## src/rtl/irq_prio_pkg.sv

```systemverilog
// Package: shared sizes and register addresses of the interrupt resolver.
// Assumes the external group has no more lines than there are local sources.
package irq_prio_pkg;
    localparam int unsigned NUM_SRC_D = 8;   // local sources
    localparam int unsigned NUM_OTH_D = 8;   // external group lines
    localparam int unsigned CODE_W_D  = 3;   // width of one rank slot
    localparam int unsigned HP_W_D    = 6;   // promotion field width
    localparam int unsigned DATA_W_D  = 32;
    localparam int unsigned ADDR_W_D  = 2;

    localparam logic [1:0] ADDR_SLOT = 2'd0;
    localparam logic [1:0] ADDR_CTRL = 2'd1;
    localparam logic [1:0] ADDR_MASK = 2'd2;
    localparam int unsigned MODE_BIT = 8;
endpackage

```

## src/rtl/irq_prio_regs.sv

```systemverilog
// Register file: rank slots, promotion field, placement mode and mask.
// Assumes a single-cycle write strobe. The placement bit is accepted only while
// the mask is all zero. Reads are combinational on reg_addr.
module irq_prio_regs
    import irq_prio_pkg::*;
#(
    parameter int unsigned NUM_SRC = NUM_SRC_D,
    parameter int unsigned CODE_W  = CODE_W_D,
    parameter int unsigned NUM_INT = NUM_SRC_D + NUM_OTH_D,
    parameter int unsigned HP_W    = HP_W_D,
    parameter int unsigned DATA_W  = DATA_W_D,
    parameter int unsigned ADDR_W  = ADDR_W_D
) (
    input  logic                      clk,
    input  logic                      rst_n,
    input  logic                      we,
    input  logic [ADDR_W-1:0]         addr,
    input  logic [DATA_W-1:0]         wdata,
    output logic [DATA_W-1:0]         rdata,
    output logic [NUM_SRC*CODE_W-1:0] slot_q,
    output logic [HP_W-1:0]           hp_q,
    output logic                      spread_q,
    output logic [NUM_INT-1:0]        mask_q
);
    localparam int unsigned SLOT_BITS = NUM_SRC * CODE_W;

    logic wr_slot, wr_ctrl, wr_mask;
    assign wr_slot = we && (addr == ADDR_W'(ADDR_SLOT));
    assign wr_ctrl = we && (addr == ADDR_W'(ADDR_CTRL));
    assign wr_mask = we && (addr == ADDR_W'(ADDR_MASK));

    // Rank slots: identity order out of reset, whole field rewritten on write.
    always_ff @(posedge clk) begin
        if (!rst_n) begin
            for (int k = 0; k < NUM_SRC; k++)
                slot_q[k*CODE_W +: CODE_W] <= CODE_W'(k);
        end else if (wr_slot) begin
            slot_q <= wdata[SLOT_BITS-1:0];
        end
    end

    // Promotion field: free to change at any time.
    always_ff @(posedge clk) begin
        if (!rst_n)       hp_q <= '0;
        else if (wr_ctrl) hp_q <= wdata[HP_W-1:0];
    end

    // Placement mode: taken only while every interrupt is masked.
    always_ff @(posedge clk) begin
        if (!rst_n)                        spread_q <= 1'b0;
        else if (wr_ctrl && mask_q == '0)  spread_q <= wdata[MODE_BIT];
    end

    // Enable mask: one bit per interrupt number.
    always_ff @(posedge clk) begin
        if (!rst_n)       mask_q <= '0;
        else if (wr_mask) mask_q <= wdata[NUM_INT-1:0];
    end

    // Read mux: reserved bits and unmapped addresses return zero.
    always_comb begin
        rdata = '0;
        case (addr)
            ADDR_W'(ADDR_SLOT): rdata[SLOT_BITS-1:0] = slot_q;
            ADDR_W'(ADDR_CTRL): begin
                rdata[HP_W-1:0]  = hp_q;
                rdata[MODE_BIT]  = spread_q;
            end
            ADDR_W'(ADDR_MASK): rdata[NUM_INT-1:0] = mask_q;
            default:            rdata = '0;
        endcase
    end

    logic unused_wbits;
    assign unused_wbits = ^wdata;
endmodule

```

## src/rtl/irq_prio_rank.sv

```systemverilog
// Rank mapper: turns the rank slots and the placement mode into one position
// per interrupt number (lower wins). Each local source gets a key: the first
// slot that names it, or NUM_SRC+code when it is unnamed. Its compact rank is
// the number of sources with a smaller key. Assumes NUM_OTH <= NUM_SRC.
module irq_prio_rank
    import irq_prio_pkg::*;
#(
    parameter int unsigned NUM_SRC = NUM_SRC_D,
    parameter int unsigned NUM_OTH = NUM_OTH_D,
    parameter int unsigned CODE_W  = CODE_W_D,
    parameter int unsigned POS_W   = CODE_W_D + 2
) (
    input  logic [NUM_SRC*CODE_W-1:0]           slot_q,
    input  logic                                spread,
    output logic [(NUM_SRC+NUM_OTH)*POS_W-1:0]  pos_vec
);
    localparam int unsigned KEY_W = CODE_W + 1;

    logic [KEY_W-1:0]  key  [NUM_SRC];
    logic [CODE_W-1:0] rank [NUM_SRC];

    for (genvar s = 0; s < NUM_SRC; s++) begin : g_src
        // Key: lowest slot holding this code, else below every slot.
        always_comb begin
            key[s] = KEY_W'(NUM_SRC + s);
            for (int k = NUM_SRC - 1; k >= 0; k--)
                if (slot_q[k*CODE_W +: CODE_W] == CODE_W'(s))
                    key[s] = KEY_W'(k);
        end

        // Compact rank: count sources whose key is smaller.
        always_comb begin
            rank[s] = '0;
            for (int t = 0; t < NUM_SRC; t++)
                if (key[t] < key[s])
                    rank[s] = rank[s] + CODE_W'(1);
        end

        // Position: grouped keeps rank, spread takes even slots.
        always_comb begin
            if (spread) pos_vec[s*POS_W +: POS_W] = POS_W'({rank[s], 1'b0});
            else        pos_vec[s*POS_W +: POS_W] = POS_W'(rank[s]);
        end
    end

    for (genvar j = 0; j < NUM_OTH; j++) begin : g_oth
        // External line: after all locals when grouped, odd slots when spread.
        always_comb begin
            if (spread) pos_vec[(NUM_SRC+j)*POS_W +: POS_W] = POS_W'(2*j + 1);
            else        pos_vec[(NUM_SRC+j)*POS_W +: POS_W] = POS_W'(NUM_SRC + j);
        end
    end
endmodule

```

## src/rtl/irq_prio_select.sv

```systemverilog
// Winner selector: lowest position among active interrupts, with the promoted
// interrupt number taking precedence when it is active. Positions are unique.
module irq_prio_select
    import irq_prio_pkg::*;
#(
    parameter int unsigned NUM_INT = NUM_SRC_D + NUM_OTH_D,
    parameter int unsigned POS_W   = CODE_W_D + 2,
    parameter int unsigned HP_W    = HP_W_D
) (
    input  logic [NUM_INT-1:0]       active,
    input  logic [NUM_INT*POS_W-1:0] pos_vec,
    input  logic [HP_W-1:0]          hp,
    output logic                     win_valid,
    output logic [HP_W-1:0]          win_code
);
    localparam int unsigned IDX_W = $clog2(NUM_INT);

    logic [POS_W-1:0] best_pos;
    logic [HP_W-1:0]  best_code;
    logic             hp_hit;

    // Linear argmin over positions of active interrupts.
    always_comb begin
        best_pos  = '1;
        best_code = '0;
        win_valid = 1'b0;
        for (int i = 0; i < NUM_INT; i++) begin
            if (active[i] && (!win_valid || pos_vec[i*POS_W +: POS_W] < best_pos)) begin
                best_pos  = pos_vec[i*POS_W +: POS_W];
                best_code = HP_W'(i);
                win_valid = 1'b1;
            end
        end
    end

    // Promotion: an in-range, active promoted number overrides the argmin.
    assign hp_hit   = (hp < HP_W'(NUM_INT)) && active[hp[IDX_W-1:0]];
    assign win_code = hp_hit ? hp : best_code;
endmodule

```

## src/rtl/irq_prio_resolver.sv

```systemverilog
// Top: programmable-priority interrupt resolver. Masks the requests, ranks
// them through the slot registers and placement mode, and registers the winner.
// Assumes requests are synchronous to clk.
module irq_prio_resolver
    import irq_prio_pkg::*;
#(
    parameter int unsigned NUM_SRC = NUM_SRC_D,
    parameter int unsigned NUM_OTH = NUM_OTH_D,
    parameter int unsigned CODE_W  = CODE_W_D,
    parameter int unsigned HP_W    = HP_W_D,
    parameter int unsigned DATA_W  = DATA_W_D,
    parameter int unsigned ADDR_W  = ADDR_W_D
) (
    input  logic              clk,
    input  logic              rst_n,
    input  logic              reg_we,
    input  logic [ADDR_W-1:0] reg_addr,
    input  logic [DATA_W-1:0] reg_wdata,
    output logic [DATA_W-1:0] reg_rdata,
    input  logic [NUM_SRC-1:0] src_req,
    input  logic [NUM_OTH-1:0] grp_req,
    output logic              irq_valid,
    output logic [HP_W-1:0]   irq_code
);
    localparam int unsigned NUM_INT = NUM_SRC + NUM_OTH;
    localparam int unsigned POS_W   = CODE_W + 2;

    logic [NUM_SRC*CODE_W-1:0] slot_q;
    logic [HP_W-1:0]           hp_q;
    logic                      spread_q;
    logic [NUM_INT-1:0]        mask_q;
    logic [NUM_INT-1:0]        act_vec;
    logic [NUM_INT*POS_W-1:0]  pos_vec;
    logic                      win_valid;
    logic [HP_W-1:0]           win_code;

    irq_prio_regs #(
        .NUM_SRC(NUM_SRC), .CODE_W(CODE_W), .NUM_INT(NUM_INT),
        .HP_W(HP_W), .DATA_W(DATA_W), .ADDR_W(ADDR_W)
    ) regs_i (
        .clk(clk), .rst_n(rst_n), .we(reg_we), .addr(reg_addr),
        .wdata(reg_wdata), .rdata(reg_rdata), .slot_q(slot_q),
        .hp_q(hp_q), .spread_q(spread_q), .mask_q(mask_q)
    );

    // Enabled requests, numbered locals first then external lines.
    assign act_vec = {grp_req, src_req} & mask_q;

    irq_prio_rank #(
        .NUM_SRC(NUM_SRC), .NUM_OTH(NUM_OTH), .CODE_W(CODE_W), .POS_W(POS_W)
    ) rank_i (
        .slot_q(slot_q), .spread(spread_q), .pos_vec(pos_vec)
    );

    irq_prio_select #(
        .NUM_INT(NUM_INT), .POS_W(POS_W), .HP_W(HP_W)
    ) sel_i (
        .active(act_vec), .pos_vec(pos_vec), .hp(hp_q),
        .win_valid(win_valid), .win_code(win_code)
    );

    // Output register: one cycle of latency, code forced to zero when idle.
    always_ff @(posedge clk) begin
        if (!rst_n) begin
            irq_valid <= 1'b0;
            irq_code  <= '0;
        end else begin
            irq_valid <= win_valid;
            irq_code  <= win_valid ? win_code : '0;
        end
    end
endmodule

```

## config.mk

```make
export PLATFORM = sky130hd
export DESIGN_NAME = irq_prio_resolver
export DESIGN_NICKNAME = d
export VERILOG_FILES = /design/src/rtl/irq_prio_pkg.sv /design/src/rtl/irq_prio_regs.sv /design/src/rtl/irq_prio_rank.sv /design/src/rtl/irq_prio_select.sv /design/src/rtl/irq_prio_resolver.sv
export SDC_FILE = /design/constraint.sdc
export NUM_CORES = 1
export LEC_CHECK = 0
export ABC_AREA = 0
export BUFFER_PORTS_ARGS = -buffer_cell sky130_fd_sc_hd__buf_4
export CAP_MARGIN = 20
export CORE_MARGIN = 2
export CORE_UTILIZATION = 50
export CTS_BUF_LIST = sky130_fd_sc_hd__clkbuf_4
export CTS_CLUSTER_SIZE = 16
export DETAILED_ROUTE_END_ITERATION = 10
export GPL_ROUTABILITY_DRIVEN = 0
export PLACE_DENSITY = 0.68
export SYNTH_ARGS = -nofsm -noshare
export SYNTH_HDL_FRONTEND = slang
export SYNTH_SLANG_ARGS = --single-unit
```

## constraint.sdc

```tcl
create_clock -name clk -period 58.8 [get_ports clk]
set_input_delay 8.82 -clock clk [delete_from_list [all_inputs] [get_ports clk]]
set_output_delay 8.82 -clock clk [all_outputs]
set_load 0.1 [all_outputs]
```

==> results of run 1 <==
## kinds of logic after synthesis
kind of cell	count (synthesis)
compound gates	416
fa+ha+maj	185
other cells	1
simple gates	591
buf+inv	166
mux	62
xor+xnor	74
flops	54
## registers in the layout (all words and copies together), names as in the netlist
name	cells
regs_i.hp_q	6
regs_i.slot_q	24
irq_code	6
regs_i.mask_q	16
regs_i.spread_q	1
irq_valid	1
## power groups by stage
stage | clock [mW] | combinational, mW | sequential (mW)
6_report | 0.0177 | 0.384 | 0.0414
5_1_grt | 0.0199 | 0.432 | 0.0416
4_1_cts | 0.0182 | 0.380 | 0.0412
3_5_place_dp | 0 | 0.378 | 0.0420
3_3_place_gp | 0 | 0.366 | 0.0420
2_1_floorplan | 0 | 0.295 | 0.0428
## metrics by stage
step	setup slack (ps)	instance area [µm²]
CTS	26580	12250
detailed placement	26230	12180
global placement	26430	12180
floorplan	29780	11530
finish	26300	12270
global route	24520	12270
## per-layer routing
metal  vias up  GRT usage
li1       5693          -
met5         -          0
met2       334     0.4667
met3        55    0.03194
met1      5328     0.3678
met4         0    0.06509
## cell usage after synthesis (all sizes together), types with 25 or more instances
library cell / count
nand3: 46
mux2i: 38
nor2: 105
inv: 102
dfxtp: 54
o21ai: 84
clkbuf: 30
buf: 33
and2: 25
o21a: 28
a21oi: 112
xnor2: 39
ha: 184
nand2: 241
## worst reg2reg max path, delay by kind of cell (launching register included)
family | cells | cell delay, ps
compound gates | 65 | 15330
simple gates | 32 | 6340
fa+ha+maj | 18 | 5060
mux | 4 | 1470
buf+inv | 8 | 800
flops | 1 | 630
xor+xnor | 2 | 620
## path summary, 6_finish.rpt
check | from | endpoint | slack [ps] | depth (start not counted)
worst min register to register | regs_i.mask_q[2]$_SDFFE_PN0P_ | regs_i.mask_q[2]$_SDFFE_PN0P_ | 520 | 2
worst min-delay path | regs_i.mask_q[2]$_SDFFE_PN0P_ | regs_i.mask_q[2]$_SDFFE_PN0P_ | 520 | 2
worst max-delay path | src_req[0] | irq_code[1]$_SDFF_PN0_ | 26300 | 106
worst max register to register | regs_i.slot_q[15]$_SDFFE_PN1P_ | irq_code[1]$_SDFF_PN0_ | 28520 | 129
## area by class of cell
type	count	area (µm²)	share of cell area
repair buffers	82	628.1	0.05120
clock inverters	3	28.78	0.002346
well taps	285	356.6	0.02907
multi-input cells	1338	9744	0.7944
clock buffers	5	37.54	0.003060
inverters	103	389.1	0.03172
flip-flops and latches	54	1082	0.08823
==> results.py, run 1 <==
metrics = {
    "status": {
        "status": "finished clean",
    },
    "yosys": {
        "synth_cell_types": 107,
        "syn_area_per_cell_um2": 7.420,
        "yosysTopAreaCell": "ha_1",
        "synth.area.mux_share": 0.06118,
        "synth_compound_area_frac": 0.2546,
        "synth_simple_gate_area_frac": 0.2504,
        "synth_cells": 1549,
        "async_reset_ff_frac": 0,
        "netlist.area_leader.share": 0.2003,
        "synth_edf_count": 0,
        "syn_area_um2": 11490,
        "synth_fa_ha_area_frac": 0.2012,
        "ys_ff_latch": 54,
        "synth_xor_area_frac": 0.07718,
        "ys.flop_type": "dfxtp_1",
        "ys_seq_area_frac": 0.09406,
        "synthTopCellsByArea": "ha_1 (20%), dfxtp_1 (9.4%), nand2_1 (7.9%)",
        "synth_warnings": 0,
        "synth_top_family_by_area": "compound AO/OA/AOI/OAI gates",
    },
    "critical_path": {
        "path_buf_inv": 6,
        "worstPathRequired_ps": 59130,
        "cp-start-kind": "input pin",
        "cp.arrival_ps": 32830,
        "slowest_stage": "a211oi_1",
        "critical-path-top-delay-family": "compound AO/OA/AOI/OAI gates",
        "worst-path-max-fanout": 9,
        "cpPeakStageDelay_ps": 710,
        "crit_top_cell": "ha_1",
        "worstSetupPathType": "in2reg",
        "critPathCaptureType": "register",
    },
    "finish": {
        "finish.utilization": 0.5435,
        "final_cell_mix": "nand2_1 (241), ha_1 (184), a21oi_1 (109)",
        "antennaDiodeCount": 0,
        "synthToLayoutAreaGrowth_pct": 6.728,
        "final_layout_size_suffix_gt1_frac": 0.1085,
        "layout_commonest_cell": "nand2_1",
        "nNetsFinal": 1821,
        "stdcell_count": 1870,
        "fillCellCount": 2206,
    },
    "placement": {
        "place_inst": 1861,
        "hpwl_um": 27350,
        "port_buffers": 75,
    },
    "die": {
        "rows": 55,
        "start_util": 0.5092,
        "ios": 92,
        "die-area_um2": 24220,
        "core_region_area_um2": 22570,
        "die_y_um": 155.6,
        "die_w_um": 155.6,
    },
    "timing": {
        "fin_tns_setup_ps": 0,
        "fmax_mhz": 30.77,
        "period_share": 0.5527,
        "rsz0062_at_grt": "false",
        "slew_violations": 0,
        "fin_worst_skew_ps": 16.72,
        "relSlewSlack": 0.3500,
        "hold_slack_ps": 520.8,
        "tightestPinTransition_ps": 975.0,
        "post-route-min-period_ps": 32500,
        "hold_viol_final": 0,
        "finalSetupViolations": 0,
    },
    "clock_tree": {
        "holdBufCountCts": 0,
        "cts_setup_buffers": 0,
        "cts_tree": "yes",
        "clock-root-buffer": "clkbuf_4",
        "numCtsBuffers": 5,
        "post_cts_resized": 0,
        "cts.path.max_buffers": 2,
        "h-tree-depth": 2,
        "path_clk_slew_ps": 160,
        "worstSkewPairLatency_ps": 380,
        "clock-sinks": 54,
    },
    "global_route": {
        "grt_usage": 0.2730,
        "grt_max_degree": 49,
        "grt_pass1_wl_um": 53990,
        "first_global_vias": 10680,
        "grt_overflow": 0,
        "antenna_found_initial": 0,
    },
    "pwr": {
        "power.switching_mw": 0.2382,
        "ir_drop_v": 0.00002353,
        "finalPower_mw": 0.4431,
        "powerDensity_nw_per_um2": 36.12,
        "power_leakage_nw": 5.852,
        "p_clk_frac": 0.040,
        "comb_power_share": 0.867,
        "swShare": 0.5375,
        "seqPwrFrac": 0.093,
        "p_int_mw": 0.2049,
    },
    "route": {
        "drtIter0Drc": 1016,
        "wl_met2_um": 15470,
        "postRouteAntennaNets": 0,
        "viasPerCell": 6.102,
        "wl_um": 33670,
        "vias": 11410,
        "drc": 0,
        "wire_per_inst_um": 18.00,
        "first_pass_iters": 5,
        "route.met3.wl_um": 1949,
        "drt-met1-wl_um": 15460,
        "routed.top_layer": "met4",
    },
    "job": {
        "cap_violations": 0,
    },
    "worst_hold_path": {
        "min_path_type": "reg2reg",
    },
}
(Power assumes the default switching activity.)
==> run 2: changes to the inputs <==
==> constraint.sdc (replaced) <==
create_clock -name clk -period 31.2 [get_ports clk]
set_input_delay 4.68 -clock clk [delete_from_list [all_inputs] [get_ports clk]]
set_output_delay 4.68 -clock clk [all_outputs]
set_load 0.1 [all_outputs]
==> run 2 against run 1 <==
  * Critical path depth grew 24
  * Worst setup slack lost 24000 ps
  * Sequential power grew 88%
  * Register-to-register slack lost 27000 ps
  * Non-clock buffer count is the same
  * Global-route usage grew 0.39 points
  * First-iteration DRC count shrank 19%
  * Utilization is essentially flat
  * Flip-flop and latch count is the same
  * Critical endpoint unchanged
  * Highest routed layer unchanged
==> results.py, run 2 (synthesis results as in run 1) <==
metrics = {
    "status": {
        "status": "finished clean",
    },
    "route": {
        "viasPerCell": 6.135,
        "drc": 0,
        "vias": 11470,
        "first_pass_iters": 6,
        "postRouteAntennaNets": 0,
        "drtIter0Drc": 820,
        "wl_um": 33950,
        "wire_per_inst_um": 18.15,
    },
    "finish": {
        "max_flop_register": "regs_i.slot_q",
        "synthToLayoutAreaGrowth_pct": 6.825,
        "nNetsFinal": 1821,
        "final_layout_size_suffix_gt1_frac": 0.1104,
        "stdcell_count": 1870,
        "final_cell_mix": "nand2_1 (241), ha_1 (184), a21oi_1 (109)",
        "largest_reg_flops": 24,
        "reg_top3": "regs_i.slot_q x24, regs_i.mask_q x16",
        "layout_commonest_cell": "nand2_1",
        "fillCellCount": 2254,
        "antennaDiodeCount": 0,
    },
    "die": {
        "die_w_um": 155.6,
        "start_util": 0.5092,
        "die-area_um2": 24220,
        "ios": 92,
        "rows": 55,
        "die_y_um": 155.6,
        "core_region_area_um2": 22570,
    },
    "critical_path": {
        "cpPeakStageDelay_ps": 650,
        "slowest_stage": "dfxtp_1",
        "timing.rr.end": "irq_code[1]$_SDFF_PN0_",
        "cp.arrival_ps": 29540,
        "r2r_slack_ps": 2000,
        "worstSetupPathType": "reg2reg",
        "cp-start-kind": "register",
        "critPathCaptureType": "register",
        "worst-path-max-fanout": 12,
        "r2r-start": "regs_i.slot_q[13]$_SDFFE_PN0P_",
        "r2r_cells": 130,
        "startpoint": "regs_i.slot_q[13]$_SDFFE_PN0P_",
        "crit_top_cell": "ha_1",
        "cp-endpoint": "irq_code[1]$_SDFF_PN0_",
        "worstPathRequired_ps": 31540,
    },
    "job": {
        "cap_violations": 0,
    },
    "timing": {
        "fin_tns_setup_ps": 0,
        "relSlewSlack": 0.3636,
        "fmax_mhz": 34.25,
        "period_share": 0.9359,
        "hold_slack_ps": 518.5,
        "post-route-min-period_ps": 29200,
        "tightestPinTransition_ps": 954.6,
        "slew_violations": 0,
        "rsz0062_at_grt": "false",
        "fin_worst_skew_ps": 18.06,
        "hold_viol_final": 0,
        "finalSetupViolations": 0,
    },
    "global_route": {
        "grt_usage": 0.2769,
        "grt_max_degree": 49,
        "first_global_vias": 10800,
        "grt_pass1_wl_um": 54680,
        "grt_overflow": 0,
        "antenna_found_initial": 0,
    },
    "clock_tree": {
        "clock-root-buffer": "clkbuf_4",
        "h-tree-depth": 2,
        "path_clk_slew_ps": 170,
        "clock-sinks": 54,
        "cts_setup_buffers": 0,
        "cts_tree": "yes",
        "cts.path.max_buffers": 2,
        "numCtsBuffers": 5,
        "worstSkewPairLatency_ps": 390,
    },
    "worst_hold_path": {
        "min_path_type": "reg2reg",
    },
    "pwr": {
        "ir_drop_v": 0.00004285,
        "powerDensity_nw_per_um2": 67.82,
        "power_leakage_nw": 5.857,
        "finalPower_mw": 0.8327,
    },
    "placement": {
        "place_inst": 1862,
        "port_buffers": 75,
        "hpwl_um": 27390,
    },
}
run 2: cell counts in the layout (fill, tap and decap cells not counted):
Identical to the previous run, type by type.
run 2: routing by layer:
layer	vias up	track usage	wire length (µm)
li1	5710	-	-
met1	5357	0.3713	15540
met2	348	0.4728	15660
met3	58	0.02917	1792
met4	0	0.07689	952
met5	-	0	0
run 2: how the worst min path moves through the flow:
stage | start | end | cells after the start
floorplan | regs_i.mask_q[15]$_SDFFE_PN0P_ | regs_i.mask_q[15]$_SDFFE_PN0P_ | 2
global placement | regs_i.mask_q[2]$_SDFFE_PN0P_ | regs_i.mask_q[2]$_SDFFE_PN0P_ | 2
detailed placement | regs_i.mask_q[2]$_SDFFE_PN0P_ | regs_i.mask_q[2]$_SDFFE_PN0P_ | 2
CTS | regs_i.mask_q[3]$_SDFFE_PN0P_ | regs_i.mask_q[3]$_SDFFE_PN0P_ | 2
global route | regs_i.mask_q[2]$_SDFFE_PN0P_ | regs_i.mask_q[2]$_SDFFE_PN0P_ | 2
finish | regs_i.mask_q[3]$_SDFFE_PN0P_ | regs_i.mask_q[3]$_SDFFE_PN0P_ | 2
run 2: critical path: cells and delay by family (launching register included):
kind	cells	cell delay (ps)
multiplexers	4	1440
XOR/XNOR	3	930
adder cells (fa/ha/maj)	18	5060
buffers and inverters	11	1030
AND/OR/NAND/NOR	31	6540
flip-flops	1	650
AO/OA/AOI/OAI	63	13390
run 2: layout make-up:
class / instances / area [µm²] / share of cell area
Clock buffer: 5 / 37.54 / 0.003057
Clock inverter: 3 / 28.78 / 0.002344
Inverter: 103 / 389.1 / 0.03169
Multi-Input combinational cell: 1338 / 9768 / 0.7956
Sequential cell: 54 / 1082 / 0.08815
Tap cell: 285 / 356.6 / 0.02904
Timing Repair Buffer: 82 / 615.6 / 0.05014
run 2: metrics by stage:
step / utilization / instance area (µm²) / worst slack (ps)
finish: 0.5440 / 12280 / 1999
global route: 0.5440 / 12280 / 28.85
CTS: 0.5429 / 12250 / 1595
detailed placement: 0.5400 / 12190 / 1733
global placement: 0.5400 / 12190 / 2058
floorplan: - / 11530 / 5904
run 2: report_power, final:
part | internal [mW] | switching (mW)
registers | 0.0721 | 0.00594
logic | 0.304 | 0.417
clock network | 0.00970 | 0.0245
run 2: repair_timing:
| action | in CTS | in global routing |
|---|---|---|
| resized for setup | 0 | 5 |
| hold buffers | 0 | 0 |
| setup endpoints to repair | 0 | 4 |
==> run 3: changes to the inputs <==
--- a/config.mk
+++ b/config.mk
@@ -14,7 +14,7 @@
 export CTS_CLUSTER_SIZE = 16
 export DETAILED_ROUTE_END_ITERATION = 10
 export GPL_ROUTABILITY_DRIVEN = 0
-export PLACE_DENSITY = 0.68
+export PLACE_DENSITY = 0.71
 export SYNTH_ARGS = -nofsm -noshare
 export SYNTH_HDL_FRONTEND = slang
 export SYNTH_SLANG_ARGS = --single-unit
==> constraint.sdc (replaced) <==
create_clock -name clk -period 23.8 [get_ports clk]
set_input_delay 3.57 -clock clk [delete_from_list [all_inputs] [get_ports clk]]
set_output_delay 3.57 -clock clk [all_outputs]
set_load 0.1 [all_outputs]
==> run 3 against run 2 <==
  * The flow now finishes with violations (negative setup slack)
  * Worst setup slack worse by 2400 ps
  * Non-clock buffer count up 260
  * Routed wire length up 15%
  * Clock power up 54%
  * Power up 67%
  * Worst hold slack worse by 3.4 ps
  * Register-to-register slack worse by 2400 ps
  * Final area up 26%
  * Critical endpoint unchanged
  * Largest cell class unchanged
==> results.py, run 3 (synthesis results as in run 1) <==
metrics = {
    "route": {
        "drtIter0Drc": 867,
        "drc": 0,
        "postRouteAntennaNets": 0,
        "wire_per_inst_um": 18.36,
        "vias": 12860,
        "viasPerCell": 6.039,
        "wl_um": 39110,
        "first_pass_iters": 5,
    },
    "die": {
        "die-area_um2": 24220,
        "die_y_um": 155.6,
        "core_region_area_um2": 22570,
        "start_util": 0.5092,
        "die_w_um": 155.6,
        "rows": 55,
        "ios": 92,
    },
    "critical_path": {
        "worst-path-max-fanout": 7,
        "critPathCaptureType": "register",
        "crit_top_cell": "buf_4",
        "slowest_stage": "or4_4",
        "worstSetupPathType": "reg2reg",
        "cp.arrival_ps": 24560,
        "worstPathRequired_ps": 24130,
        "cp-start-kind": "register",
        "cpPeakStageDelay_ps": 430,
    },
    "finish": {
        "largest_reg_flops": 24,
        "final_layout_size_suffix_gt1_frac": 0.3306,
        "synthToLayoutAreaGrowth_pct": 34.65,
        "nNetsFinal": 2081,
        "multiInputGateArea_um2": 10910,
        "final_area_um2": 15480,
        "final_cell_mix": "buf_4 (326), nand2_1 (229), ha_1 (156)",
        "antennaDiodeCount": 0,
        "fillCellCount": 1865,
        "max_flop_register": "regs_i.slot_q",
        "finish.utilization": 0.6856,
        "reg_top3": "regs_i.slot_q x24, regs_i.mask_q x16",
        "layout_commonest_cell": "buf_4",
        "seqCellArea_um2": 1111,
    },
    "pwr": {
        "swShare": 0.5154,
        "power.switching_mw": 0.7159,
        "seqPwrFrac": 0.072,
        "p_clk_frac": 0.038,
        "comb_power_share": 0.890,
        "ir_drop_v": 0.00007967,
        "powerDensity_nw_per_um2": 89.75,
        "p_int_mw": 0.6730,
        "power_leakage_nw": 7.304,
    },
    "worst_hold_path": {
        "min_path_type": "reg2reg",
    },
    "global_route": {
        "antenna_found_initial": 0,
        "grt_max_degree": 51,
        "first_global_vias": 11880,
        "grt_usage": 0.3001,
        "grt_overflow": 0,
        "grt_pass1_wl_um": 59550,
    },
    "timing": {
        "relSlewSlack": 0.3269,
        "hold_viol_final": 0,
        "period_share": 1.018,
        "slew_violations": 0,
        "fmax_mhz": 41.27,
        "finalSetupViolations": 4,
        "fin_worst_skew_ps": 9.410,
        "tightestPinTransition_ps": 1003,
        "post-route-min-period_ps": 24230,
        "fin_ws_ps": -431.5,
        "rsz0062_at_grt": "true",
    },
    "clock_tree": {
        "cts.path.max_buffers": 2,
        "worstSkewPairLatency_ps": 380,
        "path_clk_slew_ps": 160,
        "clock-sinks": 54,
        "h-tree-depth": 2,
        "holdBufCountCts": 0,
        "clock-root-buffer": "clkbuf_4",
        "numCtsBuffers": 5,
        "cts_tree": "yes",
    },
    "placement": {
        "port_buffers": 75,
        "placed_area_um2": 13980,
        "hpwl_um": 29900,
    },
    "status": {
        "failed_checks": "negative setup slack",
        "status": "finished, violations left",
    },
    "job": {
        "cap_violations": 0,
    },
}
-- run 3: cell count changes in the layout (fill, tap and decap cells not counted), sizes merged --
cell    previous run  this run
clkinv             3         2
buf               82       342
bufinv             0         1
-- run 3: layer usage --
layer | vias up | wire length [µm] | track usage
met2 | 475 | 18620 | 0.5173
met5 | - | 0 | 0
met1 | 6075 | 16740 | 0.3984
li1 | 6208 | - | -
met4 | 0 | 1479 | 0.09830
met3 | 105 | 2272 | 0.02222
-- run 3: cell type report --
cell class              instances  share of cell area
multi-input cells            1338              0.7049
clock inverters                 3            0.002749
well taps                     285             0.02304
clock buffers                   5            0.002425
flip-flops and latches         54             0.07179
inverters                     103             0.02531
repair buffers                342              0.1698
-- run 3: path summary, 6_finish.rpt --
| kind | startpoint | to | slack, ps | cells past startpoint |
|---|---|---|---|---|
| worst max-delay path | regs_i.slot_q[9]$_SDFFE_PN1P_ | irq_code[1]$_SDFF_PN0_ | -430 | 140 |
| worst min-delay path | regs_i.mask_q[2]$_SDFFE_PN0P_ | regs_i.mask_q[2]$_SDFFE_PN0P_ | 520 | 2 |
| worst max register to register | regs_i.slot_q[9]$_SDFFE_PN1P_ | irq_code[1]$_SDFF_PN0_ | -430 | 140 |
| worst min register to register | regs_i.mask_q[2]$_SDFFE_PN0P_ | regs_i.mask_q[2]$_SDFFE_PN0P_ | 520 | 2 |
-- run 3: through the flow --
stage                     TNS (ps)  std cells  hold slack, ps  power (mW)  setup slack (ps)
after floorplan                  0       1558           456.7      0.8654             5.054
after global placement      -828.9       2050           478.1       1.110            -265.3
after detailed placement     -2712       2050           491.3       1.150            -739.4
after CTS                        0       2091           511.1       1.236             2.530
after global routing         -5625       2130           536.5       1.511             -1412
final                        -1698       2130           515.1       1.389            -431.5
-- run 3: worst max-delay path: cells and delay by family (launching register included) --
kind            cells  cell delay (ps)
compound gates     59             9600
simple gates       34             5450
fa+ha+maj          18             4450
buf+inv            24             2930
mux                 3              880
xor+xnor            2              460
flops               1              370
-- run 3: power groups by stage --
stage	combinational (mW)	sequential [mW]	clock, mW
3_5_place_dp	1.05	0.101	0
4_1_cts	1.08	0.0994	0.0532
3_3_place_gp	1.01	0.101	0
5_1_grt	1.35	0.100	0.0570
6_report	1.24	0.0998	0.0526
2_1_floorplan	0.760	0.106	0
-- run 3: repair_timing --
| item | 4_1_cts | 5_1_grt |
|---|---|---|
| endpoints found under the hold margin | 0 | 0 |
| buffers inserted | 33 | 39 |
| pin swaps | 42 | 96 |
| endpoints found under the setup margin | 4 | 4 |
| resized for setup | 44 | 157 |
